==> src/rtl/adc_cap_pkg.sv <==
`timescale 1ns/1ps
package adc_cap_pkg;

  // serial frame geometry, in serial-clock falls
  localparam int FRAME_BITS = 16;
  localparam int LEAD_SKIP  = 4;   // samples dropped before the MSB
  localparam int SHUT_EDGE  = 2;   // falls seen before chip select is pulled up early

  typedef enum logic [1:0] {
    ST_IDLE,
    ST_FRAME,
    ST_QUIET
  } ctrlState_t;

  typedef enum logic [1:0] {
    FR_DUMMY,
    FR_VALID,
    FR_SHUT
  } frameKind_t;

  // control -> datapath strobes
  typedef struct packed {
    logic shiftIn;
    logic loadResult;
  } capStrobe_t;

endpackage

==> src/rtl/adc_cap_ctrl.sv <==
`timescale 1ns/1ps
module adc_cap_ctrl
  import adc_cap_pkg::*;
#(
  parameter int DATA_BITS = 12,
  parameter int DIV_W     = 8,
  parameter int QUIET_W   = 8
) (
  input  logic               clk,
  input  logic               rstN,
  input  logic               start,
  input  logic               cfgLowPower,
  input  logic [DIV_W-1:0]   cfgHalfDiv,
  input  logic [QUIET_W-1:0] cfgQuiet,
  output logic               csN,
  output logic               sclk,
  output logic               done,
  output capStrobe_t         strobe
);

  localparam int EDGE_W = $clog2(FRAME_BITS + 1);
  localparam logic [EDGE_W-1:0] LAST_EDGE = EDGE_W'(FRAME_BITS);
  localparam logic [EDGE_W-1:0] KEEP_LO   = EDGE_W'(LEAD_SKIP + 1);
  localparam logic [EDGE_W-1:0] KEEP_HI   = EDGE_W'(LEAD_SKIP + DATA_BITS);
  localparam logic [EDGE_W-1:0] CUT_EDGE  = EDGE_W'(SHUT_EDGE);

  ctrlState_t         state;
  frameKind_t         kind;
  logic               lowPowerQ;
  logic               lastFrame;
  logic [DIV_W-1:0]   divQ;
  logic [DIV_W-1:0]   halfCnt;
  logic [QUIET_W-1:0] quietQ;
  logic [QUIET_W-1:0] quietCnt;
  logic [EDGE_W-1:0]  edgeCnt;
  logic [EDGE_W-1:0]  nextEdge;

  logic halfEnd, fallNow, frameEnd, cutNow, quietEnd;

  always_comb begin
    halfEnd  = (halfCnt == divQ);
    nextEdge = edgeCnt + 1'b1;
    fallNow  = (state == ST_FRAME) && halfEnd && sclk && (edgeCnt != LAST_EDGE);
    frameEnd = (state == ST_FRAME) && halfEnd && sclk && (edgeCnt == LAST_EDGE);
    cutNow   = (state == ST_FRAME) && halfEnd && !sclk &&
               (kind == FR_SHUT) && (edgeCnt == CUT_EDGE);
    quietEnd = (state == ST_QUIET) && (quietCnt == quietQ);

    strobe.shiftIn    = fallNow && (nextEdge >= KEEP_LO) && (nextEdge <= KEEP_HI);
    strobe.loadResult = frameEnd && (kind == FR_VALID);
  end

  always_ff @(posedge clk or negedge rstN) begin
    if (!rstN) begin
      state     <= ST_IDLE;
      kind      <= FR_VALID;
      lowPowerQ <= 1'b0;
      lastFrame <= 1'b0;
      divQ      <= '0;
      halfCnt   <= '0;
      quietQ    <= '0;
      quietCnt  <= '0;
      edgeCnt   <= '0;
      csN       <= 1'b1;
      sclk      <= 1'b1;
      done      <= 1'b0;
    end else begin
      done <= 1'b0;
      unique case (state)
        ST_IDLE: begin
          if (start) begin
            lowPowerQ <= cfgLowPower;
            divQ      <= cfgHalfDiv;
            quietQ    <= cfgQuiet;
            kind      <= cfgLowPower ? FR_DUMMY : FR_VALID;
            state     <= ST_FRAME;
            csN       <= 1'b0;
            sclk      <= 1'b1;
            halfCnt   <= '0;
            edgeCnt   <= '0;
          end
        end

        ST_FRAME: begin
          if (!halfEnd) begin
            halfCnt <= halfCnt + 1'b1;
          end else begin
            halfCnt <= '0;
            if (sclk) begin
              if (frameEnd) begin
                csN      <= 1'b1;
                state    <= ST_QUIET;
                quietCnt <= '0;
                unique case (kind)
                  FR_DUMMY: begin
                    kind      <= FR_VALID;
                    lastFrame <= 1'b0;
                  end
                  FR_VALID: begin
                    kind      <= FR_SHUT;
                    lastFrame <= !lowPowerQ;
                  end
                  default: lastFrame <= 1'b1;
                endcase
              end else begin
                sclk    <= 1'b0;
                edgeCnt <= nextEdge;
              end
            end else begin
              sclk <= 1'b1;
              if (cutNow) begin
                csN       <= 1'b1;
                state     <= ST_QUIET;
                quietCnt  <= '0;
                lastFrame <= 1'b1;
              end
            end
          end
        end

        ST_QUIET: begin
          if (quietEnd) begin
            if (lastFrame) begin
              done  <= 1'b1;
              state <= ST_IDLE;
            end else begin
              state   <= ST_FRAME;
              csN     <= 1'b0;
              halfCnt <= '0;
              edgeCnt <= '0;
            end
          end else begin
            quietCnt <= quietCnt + 1'b1;
          end
        end

        default: state <= ST_IDLE;
      endcase
    end
  end

endmodule

==> src/rtl/adc_cap_dp.sv <==
`timescale 1ns/1ps
module adc_cap_dp
  import adc_cap_pkg::*;
#(
  parameter int DATA_BITS = 12
) (
  input  logic                 clk,
  input  logic                 rstN,
  input  capStrobe_t           strobe,
  input  logic                 sdata,
  output logic [DATA_BITS-1:0] result,
  output logic                 resultValid
);

  logic [DATA_BITS-1:0] shiftReg;

  always_ff @(posedge clk or negedge rstN) begin
    if (!rstN) begin
      shiftReg    <= '0;
      result      <= '0;
      resultValid <= 1'b0;
    end else begin
      if (strobe.shiftIn) begin
        shiftReg <= {shiftReg[DATA_BITS-2:0], sdata};
      end
      resultValid <= strobe.loadResult;
      if (strobe.loadResult) begin
        result <= shiftReg;
      end
    end
  end

endmodule

==> src/rtl/adc_capture_host.sv <==
`timescale 1ns/1ps
module adc_capture_host
  import adc_cap_pkg::*;
#(
  parameter int DATA_BITS = 12,
  parameter int DIV_W     = 8,
  parameter int QUIET_W   = 8
) (
  input  logic                 clk,
  input  logic                 rstN,
  input  logic                 start,
  input  logic                 cfgLowPower,
  input  logic [DIV_W-1:0]     cfgHalfDiv,
  input  logic [QUIET_W-1:0]   cfgQuiet,
  output logic                 done,
  output logic                 adcCsN,
  output logic                 adcSclk,
  input  logic                 adcSdata,
  output logic [DATA_BITS-1:0] result,
  output logic                 resultValid
);

  capStrobe_t capStrobe;

  adc_cap_ctrl #(
    .DATA_BITS (DATA_BITS),
    .DIV_W     (DIV_W),
    .QUIET_W   (QUIET_W)
  ) u_ctrl (
    .clk         (clk),
    .rstN        (rstN),
    .start       (start),
    .cfgLowPower (cfgLowPower),
    .cfgHalfDiv  (cfgHalfDiv),
    .cfgQuiet    (cfgQuiet),
    .csN         (adcCsN),
    .sclk        (adcSclk),
    .done        (done),
    .strobe      (capStrobe)
  );

  adc_cap_dp #(
    .DATA_BITS (DATA_BITS)
  ) u_dp (
    .clk         (clk),
    .rstN        (rstN),
    .strobe      (capStrobe),
    .sdata       (adcSdata),
    .result      (result),
    .resultValid (resultValid)
  );

endmodule

==> config.mk <==
export PLATFORM = sky130hd
export DESIGN_NAME = adc_capture_host
export DESIGN_NICKNAME = d
export VERILOG_FILES = /design/src/rtl/adc_cap_pkg.sv /design/src/rtl/adc_cap_ctrl.sv /design/src/rtl/adc_cap_dp.sv /design/src/rtl/adc_capture_host.sv
export SDC_FILE = /design/constraint.sdc
export NUM_CORES = 1
export LEC_CHECK = 0
export ABC_CLOCK_PERIOD_IN_PS = 2780
export BUFFER_PORTS_ARGS = -buffer_cell sky130_fd_sc_hd__buf_2
export CORE_ASPECT_RATIO = 1.75
export CORE_UTILIZATION = 40
export CTS_CLUSTER_SIZE = 20
export DETAILED_ROUTE_END_ITERATION = 7
export GPL_TIMING_DRIVEN = 0
export SYNTH_ARGS = -nofsm -noshare
export SYNTH_HDL_FRONTEND = slang
export SYNTH_SLANG_ARGS = --single-unit
export TNS_END_PERCENT = 20
==> constraint.sdc <==
create_clock -name clk -period 2.78 [get_ports clk]
set_input_delay 0.417 -clock clk [delete_from_list [all_inputs] [get_ports clk]]
set_output_delay 0.417 -clock clk [all_outputs]
set_load 0.05 [all_outputs]
==> flow_summary.json <==
{
  "status": "finished, final reports clean",
  "io_pins": 37,
  "ir_drop_mv": 0.405,
  "synth.distinct_cells": 58,
  "cts_setup_buffers": 0,
  "grt_usage_pct": 16.7,
  "clock_latency_ns": 0.33,
  "final_nets": 367,
  "setup_violations": 0,
  "h-tree-depth": 3,
  "fin_crit_ns": 2.34,
  "drcViolationCount": 0,
  "grt_pass1_vias": 2463,
  "syn_to_final_growth_pct": 19.2,
  "grt_pass1_wl_um": 11600,
  "start_kind": "register",
  "place_hpwl_um": 4930,
  "utilization_pct": 48.9,
  "reg2reg_depth": 7,
  "nFillCells": 800,
  "worst_path_largest_cell_delay_ns": 0.40,
  "synth_edf_count": 0,
  "finalClockSkew_ns": 0.00598,
  "cts_resized": 0,
  "ys_seq_area_share_pct": 50.4,
  "diodes": 0,
  "vias": 2398,
  "relSlewSlack_pct": 52.5,
  "yosysWarnings": 0,
  "antenna_found_initial": 0,
  "worst_pin_slew_ns": 0.702,
  "port_buffers": 36,
  "cts.path.max_buffers": 2,
  "gp_congestion": 0.792,
  "fin_tns_setup_ns": 0,
  "cp_slowest_cell": "dfrtp_1",
  "grt_max_degree": 72,
  "core_mm2": 0.00861,
  "hp-class": "primary input to asynchronous set/reset pin",
  "timing.rr.start": "u_ctrl.edgeCnt[0]",
  "rows": 45,
  "power_density_mw_per_mm2": 731,
  "r2r_slack_ns": 0.44,
  "clkSinkCount": 71,
  "die_h_um": 126,
  "drive_gt1_share_pct": 33.8,
  "post-route-period-util_pct": 84.3,
  "synth_top_area_share_pct": 48.1,
  "wl_per_cell_um": 14.7,
  "fp.dieArea_mm2": 0.00923,
  "synthArstFlopShare_pct": 100,
  "drt-total-wl_um": 6810,
  "critical_path_required_ns": 2.99,
  "r2r_end": "u_dp.shiftReg[1]",
  "synth_cells": 293,
  "critPathArrivalTime_ns": 2.56,
  "crit_end": "u_dp.shiftReg[1]",
  "power_leakage_nw": 1.95,
  "cts_tree": "done",
  "root_buffer": "clkbuf_16",
  "max_freq_mhz": 427,
  "synth_top_family_by_area": "multiplexers",
  "ys_seq_elements": 71,
  "start_util_pct": 41.0,
  "yosys.area.top_type": "dfrtp_1",
  "synthFlopType": "dfrtp_1",
  "synth-compound-area-share_pct": 10.2,
  "synth_xor_area_share_pct": 5.42,
  "crit_path_end_kind": "register",
  "cts_buffers": 9,
  "postRouteAntennaNets": 0,
  "die_w_um": 73.1,
  "synth_nets": 319,
  "cp_max_fo": 10,
  "synthMuxAreaShare_pct": 14.8,
  "final_max_slew_viol_count": 0,
  "crit_chain": "inv_1 > ha_1 > or2_2 > o221a_2 > o31a_4 > buf_12 > mux2_4",
  "synthTopCellsByArea": "dfrtp_1 48%, mux2_2 10%, mux2_4 4.2%",
  "rsz0062_at_grt": "no",
  "cap_violations": 0,
  "synth_area_mm2": 0.00353,
  "crit_type": "register to register",
  "critPathLaunch": "u_ctrl.edgeCnt[0]",
  "synthSimpleGateAreaFrac_pct": 14.7,
  "overflow": 0,
  "vias_per_cell": 5.18,
  "synth.avg_cell_area_um2": 12.1,
  "drt-initial-drc-count": 130,
  "hold_buffers": 0,
  "path_clk_slew_ns": 0.06,
  "dr.pass1.iters": 4,
  "hold_violations": 0,
  "synth_adder_area_share_pct": 1.77
}
critical path: cells and delay by family, from the launching register on:
family,cells,cell delay (ns)
and+or+nand+nor,1,0.28
buffers and inverters,2,0.27
DFF,1,0.40
muxes,1,0.30
AOI/OAI and AO/OA,2,0.65
adders and majority gates,1,0.32
through the flow:
stage | instances | cell area, um2 | setup slack, ns | total power, mW | hold WS [ns]
2_1_floorplan | 293 | 3530 | 0.569 | 1.72 | 0.121
6_report | 463 | 4210 | 0.437 | 3.08 | 0.0849
3_3_place_gp | 446 | 3860 | 0.447 | 1.85 | 0.474
5_1_grt | 463 | 4210 | 0.324 | 3.24 | 0.117
3_5_place_dp | 447 | 3890 | 0.440 | 1.88 | 0.460
4_1_cts | 463 | 4210 | 0.427 | 3.12 | 0.110
registers in the layout, indices dropped and copies added, names as in the netlist, 2 cells and up:
| name | flops |
|---|---|
| u_dp.result | 12 |
| u_ctrl.halfCnt | 8 |
| u_ctrl.kind | 2 |
| u_ctrl.edgeCnt | 5 |
| u_dp.shiftReg | 12 |
| u_ctrl.divQ | 8 |
| u_ctrl.state | 2 |
| u_ctrl.quietQ | 8 |
| u_ctrl.quietCnt | 8 |
cells by family (layout without fill, tap and decap cells):
logic type	after synthesis	after routing
AND/OR/NAND/NOR	87	87
flip-flops	71	71
AO/OA/AOI/OAI	46	46
multiplexers	43	43
XOR/XNOR	21	21
buffers and inverters	20	73
adder cells (fa/ha/maj)	5	5
power by group:
part,internal (mW),switching (mW)
Combinational,0.260,0.327
Clock,0.806,0.422
Sequential,1.15,0.118
placed cells by master (no fill, tap or decap), types with 3 or more instances in the layout:
| cell type | n |
|---|---|
| dfrtp_1 | 68 |
| buf_2 | 40 |
| mux2_2 | 32 |
| xnor2_1 | 16 |
| nor2_1 | 16 |
| nand2_1 | 15 |
| nand3_1 | 11 |
| inv_1 | 10 |
| mux2_4 | 10 |
| clkbuf_16 | 9 |
| o21ai_0 | 8 |
| and3_1 | 6 |
| nor3_1 | 6 |
| nor2b_1 | 5 |
| a22o_1 | 5 |
| ha_1 | 5 |
| clkbuf_1 | 4 |
| a21oi_1 | 4 |
| o211ai_1 | 4 |
| o31ai_1 | 4 |
| xor2_1 | 4 |
| nand4_1 | 3 |
| or2_2 | 3 |
| a221o_1 | 3 |
| a211o_1 | 3 |
| clkinv_2 | 3 |
| dfstp_2 | 3 |
synthesized netlist by cell type, types with 2 or more instances:
library cell / number
o31ai_1: 4
o21ai_0: 8
a22o_1: 5
or3_1: 2
nand2b_1: 2
ha_1: 5
a21oi_1: 4
a211o_1: 3
buf_2: 5
nand3_1: 11
dfstp_2: 3
nand4_1: 3
dfrtp_1: 68
nor3_1: 6
o31a_1: 2
o211ai_1: 4
clkbuf_1: 4
and3_1: 6
xor2_1: 4
xnor2_1: 16
a221o_1: 3
nor4b_1: 2
o221ai_1: 2
nand2_1: 15
mux2_4: 10
mux2_2: 32
nor2_1: 16
inv_1: 10
and4_1: 2
nor2b_1: 5
and2_1: 2
or2_2: 3
worst min-delay path by stage:
stage / endpoint / slack [ns]
6_report: u_ctrl.divQ[1] / 0.08
5_1_grt: u_ctrl.divQ[1] / 0.12
4_1_cts: u_ctrl.divQ[4] / 0.11
3_5_place_dp: u_ctrl.divQ[4] / 0.46
3_3_place_gp: u_dp.result[8] / 0.47
2_1_floorplan: u_ctrl.divQ[0] / 0.12
cell type report:
cell class	count	area, um2	share of cell area (%)
sequential	71	1780	42.3
multi-input combinational	202	1660	39.3
clock buffer	10	239	5.67
timing repair buffer	37	210	4.99
tap	117	146	3.47
clock inverter	6	83.8	1.99
buffer	10	60.1	1.43
inverter	10	37.5	0.891
layer usage:
metal | routed length (um) | vias up | GRT usage (%) | part of all wire, %
li1 | - | 1169 | - | -
met1 | 2850 | 1184 | 19.2 | 42
met2 | 3630 | 32 | 28.3 | 53
met3 | 160 | 13 | 3.73 | 2.3
met4 | 178 | 0 | 8.30 | 2.6
met5 | 0 | - | 0 | 0
No activity file was read; power rests on OpenSTA's default activity.
